[src/rtl/rxt_pkg.sv]
package rxt_pkg;
  localparam int BYTE_W   = 8;
  localparam int TRL_LEN  = 4;
  localparam int TRL_IDXW = $clog2(TRL_LEN);

  typedef struct packed {
    logic ovf;
    logic coll;
    logic fram;
    logic fcs;
  } rxt_flags_t;

  typedef logic [TRL_LEN-1:0][BYTE_W-1:0] rxt_trailer_t;
endpackage

[src/rtl/rxt_sat_counter.sv]
module rxt_sat_counter #(
  parameter int W = 8
) (
  input  logic         clk,
  input  logic         rst_n,
  input  logic         inc,
  input  logic         clr,
  output logic [W-1:0] cap_val,
  output logic         wrap
);
  logic [W-1:0] cnt_q;
  logic         full;

  assign full    = &cnt_q;
  assign cap_val = (full || !inc) ? cnt_q : cnt_q + W'(1);
  assign wrap    = inc & full;

  always_ff @(posedge clk or negedge rst_n) begin
    if (!rst_n)   cnt_q <= '0;
    else if (clr) cnt_q <= '0;
    else          cnt_q <= cap_val;
  end
endmodule

[src/rtl/rxt_frame_acc.sv]
module rxt_frame_acc
  import rxt_pkg::*;
#(
  parameter int CNT_W = 12
) (
  input  logic             clk,
  input  logic             rst_n,
  input  logic             beat,
  input  logic             last,
  input  logic             ovf_evt,
  input  logic             coll_evt,
  input  logic             fcs_bad,
  input  logic             dribble,
  output logic             done,
  output logic [CNT_W-1:0] cap_cnt,
  output rxt_flags_t       cap_flags
);
  logic [CNT_W-1:0] cnt_q;
  logic             ovf_q, coll_q;

  assign done    = beat & last;
  assign cap_cnt = (beat && !(&cnt_q)) ? cnt_q + CNT_W'(1) : cnt_q;

  always_comb begin
    cap_flags.ovf  = ovf_q | ovf_evt;
    cap_flags.coll = coll_q | coll_evt;
    cap_flags.fram = fcs_bad & dribble;
    cap_flags.fcs  = fcs_bad;
  end

  always_ff @(posedge clk or negedge rst_n) begin
    if (!rst_n) begin
      cnt_q  <= '0;
      ovf_q  <= 1'b0;
      coll_q <= 1'b0;
    end else if (done) begin
      cnt_q  <= '0;
      ovf_q  <= 1'b0;
      coll_q <= 1'b0;
    end else begin
      cnt_q  <= cap_cnt;
      ovf_q  <= cap_flags.ovf;
      coll_q <= cap_flags.coll;
    end
  end
endmodule

[src/rtl/rxt_status_regfile.sv]
module rxt_status_regfile
  import rxt_pkg::*;
(
  input  logic               clk,
  input  logic               rst_n,
  input  logic               load,
  input  rxt_trailer_t       load_data,
  input  logic               rd_en,
  output rxt_trailer_t       bytes_out,
  output logic [BYTE_W-1:0]  rd_data
);
  rxt_trailer_t        bytes_q;
  logic [TRL_IDXW-1:0] ptr_q;

  assign bytes_out = bytes_q;
  assign rd_data   = bytes_q[ptr_q];

  always_ff @(posedge clk or negedge rst_n) begin
    if (!rst_n) begin
      bytes_q <= '0;
      ptr_q   <= '0;
    end else if (load) begin
      bytes_q <= load_data;
      ptr_q   <= '0;
    end else if (rd_en) begin
      ptr_q   <= ptr_q + TRL_IDXW'(1);
    end
  end
endmodule

[src/rtl/rxt_trailer_tx.sv]
module rxt_trailer_tx
  import rxt_pkg::*;
(
  input  logic              clk,
  input  logic              rst_n,
  input  logic              load,
  input  rxt_trailer_t      trl,
  input  logic              s_valid,
  output logic              s_ready,
  input  logic [BYTE_W-1:0] s_data,
  output logic              m_valid,
  input  logic              m_ready,
  output logic [BYTE_W-1:0] m_data,
  output logic              m_last,
  output logic              busy
);
  localparam logic [TRL_IDXW-1:0] LAST_IDX = TRL_IDXW'(TRL_LEN - 1);

  logic                busy_q;
  logic [TRL_IDXW-1:0] idx_q;

  assign busy    = busy_q;
  assign s_ready = !busy_q && m_ready;
  assign m_valid = busy_q || s_valid;
  assign m_data  = busy_q ? trl[idx_q] : s_data;
  assign m_last  = busy_q && (idx_q == LAST_IDX);

  always_ff @(posedge clk or negedge rst_n) begin
    if (!rst_n) begin
      busy_q <= 1'b0;
      idx_q  <= '0;
    end else if (load) begin
      busy_q <= 1'b1;
      idx_q  <= '0;
    end else if (busy_q && m_ready) begin
      if (idx_q == LAST_IDX) busy_q <= 1'b0;
      idx_q <= idx_q + TRL_IDXW'(1);
    end
  end
endmodule

[src/rtl/rx_status_trailer.sv]
module rx_status_trailer
  import rxt_pkg::*;
#(
  parameter int CNT_W = 12,
  parameter int EVT_W = 8
) (
  input  logic              clk,
  input  logic              rst_n,
  input  logic              s_valid,
  output logic              s_ready,
  input  logic [BYTE_W-1:0] s_data,
  input  logic              s_last,
  input  logic              rx_fcs_bad,
  input  logic              rx_dribble,
  input  logic              rx_ovf_evt,
  input  logic              rx_coll_evt,
  input  logic              rx_runt_evt,
  output logic              m_valid,
  input  logic              m_ready,
  output logic [BYTE_W-1:0] m_data,
  output logic              m_last,
  input  logic              rd_en,
  output logic [BYTE_W-1:0] rd_data,
  output logic              irq_runt_ovf,
  output logic              irq_coll_ovf
);
  localparam int HI_W = CNT_W - BYTE_W;

  logic             beat, done, tx_busy;
  logic [CNT_W-1:0] cap_cnt;
  rxt_flags_t       cap_flags;
  logic [EVT_W-1:0] runt_cap, coll_cap;
  rxt_trailer_t     trl_new, trl_q;

  assign beat = s_valid & s_ready;

  rxt_frame_acc #(.CNT_W(CNT_W)) u_acc (
    .clk(clk), .rst_n(rst_n), .beat(beat), .last(s_last),
    .ovf_evt(rx_ovf_evt), .coll_evt(rx_coll_evt),
    .fcs_bad(rx_fcs_bad), .dribble(rx_dribble),
    .done(done), .cap_cnt(cap_cnt), .cap_flags(cap_flags)
  );

  rxt_sat_counter #(.W(EVT_W)) u_runt (
    .clk(clk), .rst_n(rst_n), .inc(rx_runt_evt), .clr(done),
    .cap_val(runt_cap), .wrap(irq_runt_ovf)
  );

  rxt_sat_counter #(.W(EVT_W)) u_coll (
    .clk(clk), .rst_n(rst_n), .inc(rx_coll_evt), .clr(done),
    .cap_val(coll_cap), .wrap(irq_coll_ovf)
  );

  always_comb begin
    trl_new    = '0;
    trl_new[0] = cap_cnt[BYTE_W-1:0];
    trl_new[1] = {cap_flags, cap_cnt[CNT_W-1 -: HI_W]};
    trl_new[2] = runt_cap;
    trl_new[3] = coll_cap;
  end

  rxt_status_regfile u_regs (
    .clk(clk), .rst_n(rst_n), .load(done), .load_data(trl_new),
    .rd_en(rd_en), .bytes_out(trl_q), .rd_data(rd_data)
  );

  rxt_trailer_tx u_tx (
    .clk(clk), .rst_n(rst_n), .load(done), .trl(trl_q),
    .s_valid(s_valid), .s_ready(s_ready), .s_data(s_data),
    .m_valid(m_valid), .m_ready(m_ready), .m_data(m_data),
    .m_last(m_last), .busy(tx_busy)
  );
endmodule

[config.mk]
export PLATFORM = sky130hd
export DESIGN_NAME = rx_status_trailer
export DESIGN_NICKNAME = d
export VERILOG_FILES = /design/src/rtl/rxt_pkg.sv /design/src/rtl/rxt_sat_counter.sv /design/src/rtl/rxt_frame_acc.sv /design/src/rtl/rxt_status_regfile.sv /design/src/rtl/rxt_trailer_tx.sv /design/src/rtl/rx_status_trailer.sv
export SDC_FILE = /design/constraint.sdc
export NUM_CORES = 1
export LEC_CHECK = 0
export BUFFER_PORTS_ARGS = -buffer_cell sky130_fd_sc_hd__buf_2
export CORE_MARGIN = 10
export CORE_UTILIZATION = 25
export DETAILED_ROUTE_END_ITERATION = 8
export PLACE_DENSITY = 0.44
export SYNTH_ARGS = -nofsm -noshare
export SYNTH_HDL_FRONTEND = slang
export SYNTH_SLANG_ARGS = --single-unit
[constraint.sdc]
create_clock -name clk -period 2.84 [get_ports clk]
set_input_delay 0 -clock clk [delete_from_list [all_inputs] [get_ports clk]]
set_output_delay 0 -clock clk [all_outputs]
set_load 0.005 [all_outputs]
==> insert_results.sql, run 1 <==
INSERT INTO impl_metrics (metric_group, metric, value, unit) VALUES
('status', 'run_status', 'completed', ''),
('placement', 'pre_cts_slack', '0.868', 'ns'),
('clocking', 'cts.repair.resized', '0', ''),
('final_layout', 'n_antenna_cell', '0', ''),
('floorplanning', 'dieWidth', '138', 'um'),
('timing', 'clock_skew', '0.00732', 'ns'),
('floorplanning', 'ios', '40', ''),
('worst_setup_path', 'critPathCaptureType', 'output port', ''),
('route', 'initialDrtViolationCount', '220', ''),
('clocking', 'tritoncts', 'done', ''),
('yosys', 'synth_compound_gate_area_share', '10.1', '%'),
('final_layout', 'finish.net_count', '403', ''),
('yosys', 'synthAdderAreaFrac', '1.44', '%'),
('power', 'leakage', '0.00188', 'uW'),
('global_routing', 'grt_first_pass_wirelength', '15000', 'um'),
('global_routing', 'grt_pass1_vias', '2617', ''),
('clocking', 'cts_inserted_buffers', '9', ''),
('yosys', 'synth_top_cells_by_area', 'sky130_fd_sc_hd__dfrtp_1 (48%), sky130_fd_sc_hd__mux4_2 (10%), sky130_fd_sc_hd__nand2_1 (5.0%)', ''),
('timing', 'grt_setup_unrepaired', 'no', ''),
('timing', 'fin_ws', '0.690', 'ns'),
('worst_setup_path', 'worst-setup-path-type', 'flop to output port', ''),
('timing', 'timing_max_transition_violations_final', '0', ''),
('yosys', 'syn_area', '0.00348', 'mm2'),
('timing', 'finalHoldViolCount', '0', ''),
('worst_setup_path', 'worst-r2r-cell-count', '5', ''),
('run', 'drv.max_cap_violation_count', '0', ''),
('worst_setup_path', 'startpoint', 'u_tx.idx_q[0]', ''),
('clocking', 'cts-root-to-sink-buffers', '2', ''),
('final_layout', 'multi_input_area', '0.00171', 'mm2'),
('yosys', 'largest_family_of_logic_cells_by_synthesized_area', 'simple AND/OR/NAND/NOR gates', ''),
('yosys', 'synthesis.yosys.warnings', '0', ''),
('worst_setup_path', 'cp-start-kind', 'flop', ''),
('final_layout', 'most_common_library_cell_in_the_layout_ignoring_fill_and_taps', 'sky130_fd_sc_hd__dfrtp_1', ''),
('yosys', 'syn-instance-count', '334', ''),
('global_routing', 'largest_net_degree_at_the_start_of_global_routing', '53', ''),
('floorplanning', 'initial_core_util', '25.3', '%'),
('final_layout', 'ff_latch_area', '0.00168', 'mm2'),
('clocking', 'clock_insertion_delay_at_the_later_pin_of_the_skew_report', '0.33', 'ns'),
('route', 'drt_pre_antenna_iters', '4', ''),
('worst_setup_path', 'worstSetupEndpoint', 'm_data[2]', ''),
('yosys', 'synth-seq-cells', '67', ''),
('timing', 'tightest_slew', '0.677', 'ns'),
('timing', 'timing.hold.ws', '0.0217', 'ns'),
('worst_setup_path', 'crit_path_max_fanout', '10', ''),
('clocking', 'clock_sinks', '67', ''),
('placement', 'buffer_ports.inserted', '39', ''),
('timing', 'totalNegativeSetupSlack', '0', 'ns'),
('worst_setup_path', 'reg_to_reg_critical_path_endpoint', 'u_regs.bytes_out[1]', ''),
('placement', 'gpl.final_weighted_congestion', '0.824', ''),
('timing', 'finalSetupViolCount', '0', ''),
('yosys', 'synth_ff_type', 'sky130_fd_sc_hd__dfrtp_1', ''),
('power', 'vdd_drop_max', '0.338', 'mV'),
('yosys', 'synth.top_cell.area_share', '48.1', '%'),
('placement', 'place_hpwl', '7020', 'um'),
('final_layout', 'areaGrowthSynthToFinish', '22.2', '%'),
('yosys', 'synth_fp_nets', '357', ''),
('floorplanning', 'die_area', '0.0190', 'mm2'),
('worst_setup_path', 'register_to_register_setup_slack', '0.87', 'ns'),
('final_layout', 'mostFrequentLayoutCells', 'sky130_fd_sc_hd__dfrtp_1 (67), sky130_fd_sc_hd__nand2_1 (46), sky130_fd_sc_hd__buf_2 (39)', ''),
('yosys', 'synthArstFlopShare', '100', '%'),
('global_routing', 'gr-usage-all-layers', '9.86', '%'),
('floorplanning', 'coreArea', '0.0138', 'mm2'),
('timing', 'final.min_clock_period', '2.15', 'ns'),
('yosys', 'synth_cell_type_count', '41', ''),
('route', 'wl', '9330', 'um'),
('power', 'powerDensity', '962', 'mW/mm2'),
('yosys', 'synth-xor-area-share', '2.52', '%'),
('timing', 'worst_slew_margin_relative_to_its_limit', '54.9', '%'),
('yosys', 'synth_area_leader_cell', 'sky130_fd_sc_hd__dfrtp_1', ''),
('yosys', 'avgSynthCellArea', '10.4', 'um2'),
('clocking', 'clkSlewWorstSetupHoldPaths', '0.06', 'ns');
power by group:
group / leakage [uW] / internal, uW / switching, uW
clock network: 0.000155 / 748 / 412
logic: 0.000861 / 702 / 563
registers: 0.000862 / 1250 / 419
state kept, by name (all words and copies together), names as in the netlist:
name and count:
u_acc.cnt_q 12, u_regs.bytes_out 32, u_coll.cnt_q 8, u_acc.coll_q 1, u_runt.cnt_q 8, u_acc.ovf_q 1, u_tx.busy 1, u_tx.idx_q 2
u_regs.ptr_q 2
cells by family (layout without fill, tap and decap cells):
| group | after synthesis | count (layout) |
|---|---|---|
| AND/OR/NAND/NOR | 139 | 139 |
| flip-flops | 67 | 67 |
| XOR/XNOR | 10 | 10 |
| AO/OA/AOI/OAI | 59 | 59 |
| buffers and inverters | 22 | 73 |
| multiplexers | 33 | 33 |
| adder cells (fa/ha/maj) | 4 | 4 |
cell type report:
type	count	area share [%]
Sequential cell	67	39.4
Tap cell	180	5.29
Multi-Input combinational cell	245	40.3
Timing Repair Buffer	52	7.23
Clock buffer	12	6.26
Inverter	5	0.441
Clock inverter	4	1.12
synthesized netlist by cell type (2+ instances only):
cell type                   count
sky130_fd_sc_hd__nand4_1        9
sky130_fd_sc_hd__buf_1          3
sky130_fd_sc_hd__nor2_1        36
sky130_fd_sc_hd__nand2b_1       3
sky130_fd_sc_hd__o21ai_0       31
sky130_fd_sc_hd__ha_1           4
sky130_fd_sc_hd__and4_1         4
sky130_fd_sc_hd__o2111ai_1      2
sky130_fd_sc_hd__dfrtp_1       67
sky130_fd_sc_hd__a31oi_1        4
sky130_fd_sc_hd__mux2_2         9
sky130_fd_sc_hd__xor2_1         9
sky130_fd_sc_hd__o31ai_1        6
sky130_fd_sc_hd__o211ai_1       3
sky130_fd_sc_hd__clkbuf_1      12
sky130_fd_sc_hd__and2_1         4
sky130_fd_sc_hd__nor4_1         2
sky130_fd_sc_hd__or2_2          2
sky130_fd_sc_hd__a21oi_1        6
sky130_fd_sc_hd__nand3_1       11
sky130_fd_sc_hd__or4_1          2
sky130_fd_sc_hd__mux4_2        16
sky130_fd_sc_hd__and3_1         3
sky130_fd_sc_hd__a21o_1         3
sky130_fd_sc_hd__nor2b_1        3
sky130_fd_sc_hd__mux2i_1        8
sky130_fd_sc_hd__nand2_1       46
sky130_fd_sc_hd__or4_4          2
sky130_fd_sc_hd__nor3_1         6
sky130_fd_sc_hd__or3_1          3
sky130_fd_sc_hd__inv_1          5
worst min path at each step:
stage | startpoint | slack, ns | cells after the start | endpoint
after floorplan | rst_n | -0.30 | 0 | u_acc.cnt_q[0]
after global placement | rst_n | -0.01 | 1 | u_regs.bytes_out[15]
after detailed placement | rst_n | -0.004 | 1 | u_regs.bytes_out[27]
after CTS | m_ready | 0.02 | 3 | u_tx.idx_q[1]
after global routing | m_ready | 0.03 | 3 | u_tx.idx_q[1]
final | m_ready | 0.02 | 3 | u_tx.idx_q[1]
layer usage:
metal  up-vias  global-route usage [%]  wire, um
met4         0                    3.16       117
met3         7                    2.77       491
met1      1310                    13.3      4380
li1       1310                       -         -
met2        57                    14.8      4350
met5         -                       0         0
per-stage QoR:
stage / instances / instance area, um2 / util (%)
2_1_floorplan: 334 / 3480 / -
3_3_place_gp: 543 / 3880 / 28.2
3_5_place_dp: 543 / 3880 / 28.2
4_1_cts: 565 / 4260 / 30.9
5_1_grt: 565 / 4260 / 30.9
6_report: 565 / 4260 / 30.9
critical path, cell delays in order (launching register included):
cell                      delay, ns
sky130_fd_sc_hd__dfrtp_1       0.77
sky130_fd_sc_hd__mux4_2        0.60
sky130_fd_sc_hd__mux2_2        0.30
sky130_fd_sc_hd__buf_2         0.14
repair_timing:
| action | CTS | global route |
|---|---|---|
| hold endpoints to repair | 24 | 0 |
| buffers inserted | 0 | 0 |
| setup endpoints to repair | 0 | 0 |
| hold buffers | 6 | 0 |
No activity file was read; power rests on OpenSTA's default activity.
==> run 2: changes to the inputs <==
Settings changed: ABC_AREA from default to 1, PLACE_DENSITY 0.44 to 0.45.
Clock period 2.84 ns to 1.9 ns, I/O delays scaled along.
==> run 2 against run 1 <==
Cell area grew 8.6%. Clock power grew 41%. Count of clock-buffer cells in the layout shrank 3. Flip-flop and latch count is the same. Critical path type unchanged. Critical endpoint is now rd_data[5].
==> insert_results.sql, run 2 <==
INSERT INTO impl_metrics (metric_group, metric, value, unit) VALUES
('yosys', 'synth.top_cell.area_share', '43.8', '%'),
('route', 'drt_pre_antenna_iters', '4', ''),
('yosys', 'synth_cell_type_count', '35', ''),
('timing', 'max_freq', '582', 'MHz'),
('min_path', 'hold-path-endpoint', 'u_acc.coll_q', ''),
('clocking', 'clock_sinks', '67', ''),
('yosys', 'synth-seq-cells', '67', ''),
('timing', 'finalHoldViolCount', '0', ''),
('worst_setup_path', 'crit_path_max_fanout', '20', ''),
('floorplanning', 'ios', '40', ''),
('worst_setup_path', 'crit_required', '1.90', 'ns'),
('yosys', 'synth_top_cells_by_area', 'sky130_fd_sc_hd__dfrtp_1 (44%), sky130_fd_sc_hd__nand2_1 (13%), sky130_fd_sc_hd__nor2_1 (6.5%)', ''),
('clocking', 'cts-root-to-sink-buffers', '2', ''),
('min_path', 'whs_path_depth', '4', ''),
('global_routing', 'grt_overflow', '0', ''),
('floorplanning', 'dieWidth', '144', 'um'),
('clocking', 'cts-root-buf', 'sky130_fd_sc_hd__clkbuf_16', ''),
('global_routing', 'grt_first_pass_wirelength', '17900', 'um'),
('clocking', 'tritoncts', 'done', ''),
('yosys', 'synth_area_leader_cell', 'sky130_fd_sc_hd__dfrtp_1', ''),
('placement', 'place_hpwl', '7870', 'um'),
('yosys', 'most_frequent_cells_after_synthesis', 'sky130_fd_sc_hd__nand2_1 (137), sky130_fd_sc_hd__dfrtp_1 (67), sky130_fd_sc_hd__nor2_1 (66)', ''),
('min_path', 'hold_class', 'input port to flop', ''),
('yosys', 'avgSynthCellArea', '7.51', 'um2'),
('final_layout', 'ff_latch_area', '0.00168', 'mm2'),
('yosys', 'synthesis.yosys.warnings', '0', ''),
('timing', 'timing.final.crit_share', '90.4', '%'),
('worst_setup_path', 'critPathCaptureType', 'output port', ''),
('floorplanning', 'coreArea', '0.0151', 'mm2'),
('floorplanning', 'die_area', '0.0207', 'mm2'),
('global_routing', 'grt_pass1_vias', '3431', ''),
('floorplanning', 'initial_core_util', '25.4', '%'),
('worst_setup_path', 'crit_arrival', '1.72', 'ns'),
('final_layout', 'fill_cells', '1628', ''),
('worst_setup_path', 'cp-start-kind', 'flop', ''),
('clocking', 'cts_inserted_buffers', '9', ''),
('yosys', 'yosys.cell_count.top_type', 'sky130_fd_sc_hd__nand2_1', ''),
('route', 'via_count', '3418', ''),
('final_layout', 'layoutNonFillerInstCount', '749', ''),
('yosys', 'synth_fp_nets', '533', ''),
('timing', 'tightest_slew', '0.640', 'ns'),
('route', 'initialDrtViolationCount', '238', ''),
('run', 'drv.max_cap_violation_count', '0', ''),
('final_layout', 'finalInstanceArea', '0.00462', 'mm2'),
('yosys', 'syn-instance-count', '510', ''),
('power', 'powerDensity', '1390', 'mW/mm2'),
('final_layout', 'n_antenna_cell', '0', ''),
('placement', 'buffer_ports.inserted', '39', ''),
('clocking', 'clock_insertion_delay_at_the_later_pin_of_the_skew_report', '0.33', 'ns'),
('yosys', 'synthArstFlopShare', '100', '%'),
('clocking', 'cts.repair_timing.setup_buffer_count', '0', ''),
('final_layout', 'mostFrequentLayoutCells', 'sky130_fd_sc_hd__nand2_1 (137), sky130_fd_sc_hd__dfrtp_1 (67), sky130_fd_sc_hd__nor2_1 (66)', ''),
('final_layout', 'finish.net_count', '579', ''),
('floorplanning', 'dieHeight', '144', 'um'),
('worst_setup_path', 'regToRegStartpoint', 'u_acc.cnt_q[0]', ''),
('clocking', 'cts_max_level', '3', ''),
('global_routing', 'largest_net_degree_at_the_start_of_global_routing', '41', ''),
('global_routing', 'antenna_found_initial', '0', ''),
('worst_setup_path', 'worst-r2r-cell-count', '9', ''),
('status', 'run_status', 'completed', ''),
('route', 'viasPerCell', '4.56', ''),
('yosys', 'syn_area', '0.00383', 'mm2'),
('worst_setup_path', 'reg_to_reg_critical_path_endpoint', 'u_regs.bytes_out[7]', ''),
('timing', 'finalSetupViolCount', '0', ''),
('placement', 'placed_cells', '728', ''),
('yosys', 'synth_ff_type', 'sky130_fd_sc_hd__dfrtp_1', ''),
('timing', 'clock_skew', '0.00548', 'ns'),
('final_layout', 'multi_input_area', '0.00185', 'mm2'),
('final_layout', 'number_of_flip_flops_in_the_largest_register', '32', ''),
('power', 'vdd_drop_max', '0.505', 'mV'),
('yosys', 'number_of_synthesized_flops_with_an_enable_pin', '0', ''),
('floorplanning', 'placementRows', '45', ''),
('route', 'postRouteAntennaNets', '0', ''),
('power', 'leakage', '0.00222', 'uW'),
('yosys', 'synth_seq_area_share', '43.8', '%'),
('route', 'wl', '10800', 'um'),
('route', 'wl_cell', '14.4', 'um'),
('placement', 'gpl.final_weighted_congestion', '0.792', ''),
('worst_setup_path', 'worst-setup-path-type', 'flop to output port', ''),
('timing', 'grt_setup_unrepaired', 'no', ''),
('timing', 'timing_max_transition_violations_final', '0', ''),
('final_layout', 'areaGrowthSynthToFinish', '20.7', '%'),
('final_layout', 'most_common_library_cell_in_the_layout_ignoring_fill_and_taps', 'sky130_fd_sc_hd__nand2_1', ''),
('timing', 'final.min_clock_period', '1.72', 'ns'),
('route', 'drc', '0', ''),
('timing', 'totalNegativeSetupSlack', '0', 'ns'),
('global_routing', 'gr-usage-all-layers', '11.1', '%'),
('placement', 'cell_area_after_placement', '0.00426', 'mm2'),
('timing', 'worst_slew_margin_relative_to_its_limit', '57.3', '%'),
('clocking', 'clkSlewWorstSetupHoldPaths', '0.06', 'ns'),
('final_layout', 'drive_above_1_share', '18.0', '%'),
('min_path', 'hold_path_startpoint', 'rx_coll_evt', ''),
('worst_setup_path', 'register_to_register_setup_slack', '0.28', 'ns');
[run 2: cell count changes in the layout (fill, tap and decap cells not counted), moves of 6 or more]
| cell | previous run | this run |
|---|---|---|
| sky130_fd_sc_hd__a21oi_1 | 6 | 29 |
| sky130_fd_sc_hd__inv_1 | 5 | 41 |
| sky130_fd_sc_hd__mux2_2 | 9 | 0 |
| sky130_fd_sc_hd__mux2i_1 | 8 | 0 |
| sky130_fd_sc_hd__mux4_2 | 16 | 0 |
| sky130_fd_sc_hd__nand2_1 | 46 | 137 |
| sky130_fd_sc_hd__nand3_1 | 11 | 23 |
| sky130_fd_sc_hd__nand3_2 | 0 | 8 |
| sky130_fd_sc_hd__nor2_1 | 36 | 66 |
| sky130_fd_sc_hd__nor2_2 | 0 | 7 |
| sky130_fd_sc_hd__o21ai_0 | 31 | 44 |
| sky130_fd_sc_hd__o31ai_1 | 6 | 0 |
[run 2: cell type report]
type / instances / share of cell area [%]
well taps: 188 / 5.09
clock buffers: 9 / 4.87
clock inverters: 7 / 1.49
multi-input cells: 376 / 39.9
inverters: 46 / 4.01
repair buffers: 56 / 8.34
flip-flops and latches: 67 / 36.3
[run 2: power breakdown]
group	internal [uW]	switching (uW)
combinational	972	1500
clock	1010	632
sequential	1900	435
[run 2: what timing repair did]
item	4_1_cts	5_1_grt
endpoints found under the hold margin	24	0
endpoints found under the setup margin	0	1
hold buffers	5	0
gates resized for setup	0	3
[run 2: critical path, cell delays in order, from the launching register on]
cell                      delay, ns
sky130_fd_sc_hd__dfrtp_1       0.37
sky130_fd_sc_hd__inv_1         0.46
sky130_fd_sc_hd__o21ai_0       0.19
sky130_fd_sc_hd__a21oi_1       0.14
sky130_fd_sc_hd__a21oi_1       0.07
sky130_fd_sc_hd__buf_2         0.14
[run 2: logic make-up (layout without fill, tap and decap cells)]
logic type / count (synthesis) / count (layout) / synth area share, %
simple gates: 265 / 265 / 30.9
xor+xnor: 9 / 9 / 2.06
fa+ha+maj: 4 / 4 / 1.31
compound gates: 98 / 98 / 13.7
flops: 67 / 67 / 43.8
buf+inv: 67 / 118 / 8.17
[run 2: per-layer routing]
metal,up-vias,track usage [%],part of all wire [%]
met5,-,0,0
met4,0,5.27,1.9
met3,12,2.28,4.7
met2,58,17.3,45
met1,1603,14.4,48
li1,1745,-,-
[run 2: through the flow]
step           util (%)  worst slack [ns]  hold slack (ns)  total power (uW)
2_1_floorplan         -             0.490           -0.296              3850
3_3_place_gp       28.3             0.278           0.0790              4820
3_5_place_dp       28.3             0.290           0.0698              4830
4_1_cts            30.5            0.0856          0.00643              6520
5_1_grt            30.6           0.00798           0.0422              7040
6_report           30.6             0.182           0.0116              6450
[run 2: worst max path at each step]
stage | startpoint | to | slack, ns | cells past startpoint
6_report | u_regs.ptr_q[0] | rd_data[5] | 0.18 | 5
5_1_grt | u_regs.ptr_q[0] | rd_data[7] | 0.008 | 5
4_1_cts | u_tx.idx_q[1] | m_data[0] | 0.09 | 5
3_5_place_dp | u_acc.cnt_q[0] | u_regs.bytes_out[7] | 0.29 | 9
3_3_place_gp | u_acc.cnt_q[0] | u_regs.bytes_out[7] | 0.28 | 9
2_1_floorplan | u_runt.cnt_q[0] | u_regs.bytes_out[22] | 0.49 | 9
==> run 3: changes to the inputs <==
Settings changed: CORE_MARGIN 10 to 2, PLACE_DENSITY 0.45 to 0.43.
Clock period 1.9 ns to 2 ns, I/O delays scaled along.
==> run 3 against run 2 <==
Clock power down 12%. Worst setup slack better by 0.065 ns. Wire length down 2.7%. Critical path type unchanged. Combinational power down 6%. Flip-flop and latch count unchanged. Total power down 7.5%. Sequential share of layout area up 0.55 points. Non-clock buffer count down 1. Sequential power down 5%.
==> insert_results.sql, run 3 (same netlist as run 2, synthesis figures left out) <==
INSERT INTO impl_metrics (metric_group, metric, value, unit) VALUES
('status', 'run_status', 'completed', ''),
('timing', 'max_freq', '570', 'MHz'),
('clocking', 'tritoncts', 'done', ''),
('power', 'p_total', '5960', 'uW'),
('clocking', 'cts_inserted_buffers', '9', ''),
('worst_setup_path', 'cp-start-kind', 'flop', ''),
('final_layout', 'fill_cells', '1651', ''),
('power', 'power_report.internal_total', '3580', 'uW'),
('power', 'pwr-share-seq', '37.0', '%'),
('timing', 'finalSetupViolCount', '0', ''),
('timing', 'final.min_clock_period', '1.75', 'ns'),
('floorplanning', 'coreArea', '0.0151', 'mm2'),
('global_routing', 'grt_first_pass_wirelength', '17500', 'um'),
('timing', 'tightest_slew', '0.583', 'ns'),
('floorplanning', 'dieHeight', '128', 'um'),
('placement', 'placed_cells', '726', ''),
('floorplanning', 'ios', '40', ''),
('final_layout', 'finish.net_count', '578', ''),
('global_routing', 'largest_net_degree_at_the_start_of_global_routing', '41', ''),
('timing', 'totalNegativeSetupSlack', '0', 'ns'),
('final_layout', 'drive_above_1_share', '16.6', '%'),
('worst_setup_path', 'regToRegStartpoint', 'u_acc.cnt_q[0]', ''),
('power', 'powerDensity', '1310', 'mW/mm2'),
('clocking', 'clock_sinks', '67', ''),
('final_layout', 'multi_input_area', '0.00185', 'mm2'),
('power', 'power.share.combinational', '38.7', '%'),
('floorplanning', 'placementRows', '45', ''),
('power', 'p_clk_share', '24.3', '%'),
('route', 'drt_pre_antenna_iters', '4', ''),
('clocking', 'cts-root-buf', 'sky130_fd_sc_hd__clkbuf_16', ''),
('route', 'wl', '10500', 'um'),
('timing', 'grt_setup_unrepaired', 'no', ''),
('route', 'postRouteAntennaNets', '0', ''),
('final_layout', 'number_of_flip_flops_in_the_largest_register', '32', ''),
('final_layout', 'areaGrowthSynthToFinish', '18.9', '%'),
('final_layout', 'layoutNonFillerInstCount', '747', ''),
('global_routing', 'gr-usage-all-layers', '13.9', '%'),
('worst_setup_path', 'crit_path_max_fanout', '20', ''),
('route', 'drc', '0', ''),
('worst_setup_path', 'crit_arrival', '1.75', 'ns'),
('worst_setup_path', 'worst-setup-path-type', 'flop to output port', ''),
('power', 'vdd_drop_max', '0.518', 'mV'),
('min_path', 'hold_path_startpoint', 'rx_coll_evt', ''),
('route', 'viasPerCell', '4.60', ''),
('final_layout', 'most_common_library_cell_in_the_layout_ignoring_fill_and_taps', 'sky130_fd_sc_hd__nand2_1', ''),
('min_path', 'hold_class', 'input port to flop', ''),
('power', 'switchingPower', '2390', 'uW'),
('final_layout', 'mostFrequentLayoutCells', 'sky130_fd_sc_hd__nand2_1 (137), sky130_fd_sc_hd__dfrtp_1 (67), sky130_fd_sc_hd__nor2_1 (66)', ''),
('timing', 'timing.final.crit_share', '87.7', '%'),
('worst_setup_path', 'reg_to_reg_critical_path_endpoint', 'u_regs.bytes_out[1]', ''),
('timing', 'timing.hold.ws', '0.0110', 'ns'),
('global_routing', 'grt_pass1_vias', '3312', ''),
('clocking', 'cts-root-to-sink-buffers', '2', ''),
('worst_setup_path', 'worst-r2r-cell-count', '8', ''),
('route', 'wl_cell', '14.0', 'um'),
('global_routing', 'antenna_found_initial', '0', ''),
('route', 'via_count', '3436', ''),
('final_layout', 'ff_latch_area', '0.00168', 'mm2'),
('clocking', 'cts.repair_timing.setup_buffer_count', '0', ''),
('timing', 'worst_slew_margin_relative_to_its_limit', '61.1', '%'),
('timing', 'timing_max_transition_violations_final', '0', ''),
('worst_setup_path', 'worstSetupEndpoint', 'rd_data[0]', ''),
('run', 'drv.max_cap_violation_count', '0', ''),
('placement', 'buffer_ports.inserted', '39', ''),
('final_layout', 'n_antenna_cell', '0', ''),
('worst_setup_path', 'critPathCaptureType', 'output port', ''),
('timing', 'finalHoldViolCount', '0', ''),
('power', 'switching_share', '40.0', '%'),
('worst_setup_path', 'register_to_register_setup_slack', '0.32', 'ns'),
('timing', 'clock_skew', '0.00301', 'ns'),
('placement', 'place_hpwl', '7340', 'um'),
('floorplanning', 'die_area', '0.0163', 'mm2'),
('worst_setup_path', 'startpoint', 'u_regs.ptr_q[0]', ''),
('clocking', 'clkSlewWorstSetupHoldPaths', '0.05', 'ns'),
('clocking', 'cts_max_level', '3', ''),
('placement', 'gpl.final_weighted_congestion', '0.803', ''),
('power', 'leakage', '0.00220', 'uW'),
('clocking', 'clock_insertion_delay_at_the_later_pin_of_the_skew_report', '0.33', 'ns'),
('route', 'initialDrtViolationCount', '193', ''),
('global_routing', 'grt_overflow', '0', ''),
('worst_setup_path', 'crit_required', '2.00', 'ns'),
('floorplanning', 'initial_core_util', '25.4', '%'),
('floorplanning', 'dieWidth', '128', 'um');
-- run 3: power by group through the flow --
| stage | combinational, uW | clock, uW | sequential, uW |
|---|---|---|---|
| floorplan | 1570 | 0 | 2090 |
| global placement | 2310 | 0 | 2220 |
| detailed placement | 2320 | 0 | 2230 |
| CTS | 2340 | 1480 | 2210 |
| global route | 2670 | 1560 | 2270 |
| finish | 2310 | 1450 | 2210 |
-- run 3: how the worst min path moves through the flow --
stage	endpoint	cells after the start
after global placement	u_regs.bytes_out[2]	1
after floorplan	u_acc.cnt_q[0]	0
after detailed placement	u_regs.bytes_out[2]	1
after CTS	u_acc.coll_q	4
final	u_acc.coll_q	4
after global routing	u_acc.coll_q	4
-- run 3: final cells by class --
type                    instances  area share [%]
multi-input cells             376            40.6
flip-flops and latches         67            36.8
repair buffers                 55            7.80
clock buffers                  12            5.41
well taps                     188            5.17
inverters                      46            3.90
clock inverters                 3           0.330
-- run 3: repair_timing --
item                       4_1_cts  5_1_grt
hold endpoints to repair        55        0
resized for setup                0        1
setup endpoints to repair        0        2
hold buffers                     6        0
-- run 3: worst max-delay path: stages, from the launching register on --
cell and delay, ns:
sky130_fd_sc_hd__dfrtp_1 0.37, sky130_fd_sc_hd__inv_1 0.44, sky130_fd_sc_hd__o21ai_0 0.17, sky130_fd_sc_hd__o22ai_1 0.26, sky130_fd_sc_hd__buf_2 0.18
-- run 3: per-layer routing --
metal  track usage (%)  share of wire, %  vias to the layer above
li1                  -                 -                     1737
met1              19.4                50                     1618
met2              21.4                45                       72
met3              2.84               3.8                        9
met4              5.11               1.1                        0
met5                 0                 0                        -
-- run 3: through the flow --
step / setup slack (ns) / cell area [um2] / utilization [%]
global route: 0.144 / 4550 / 30.2
CTS: 0.182 / 4550 / 30.1
detailed placement: 0.217 / 4220 / 28.0
floorplan: 0.590 / 3830 / -
finish: 0.247 / 4550 / 30.2
global placement: 0.244 / 4220 / 28.0
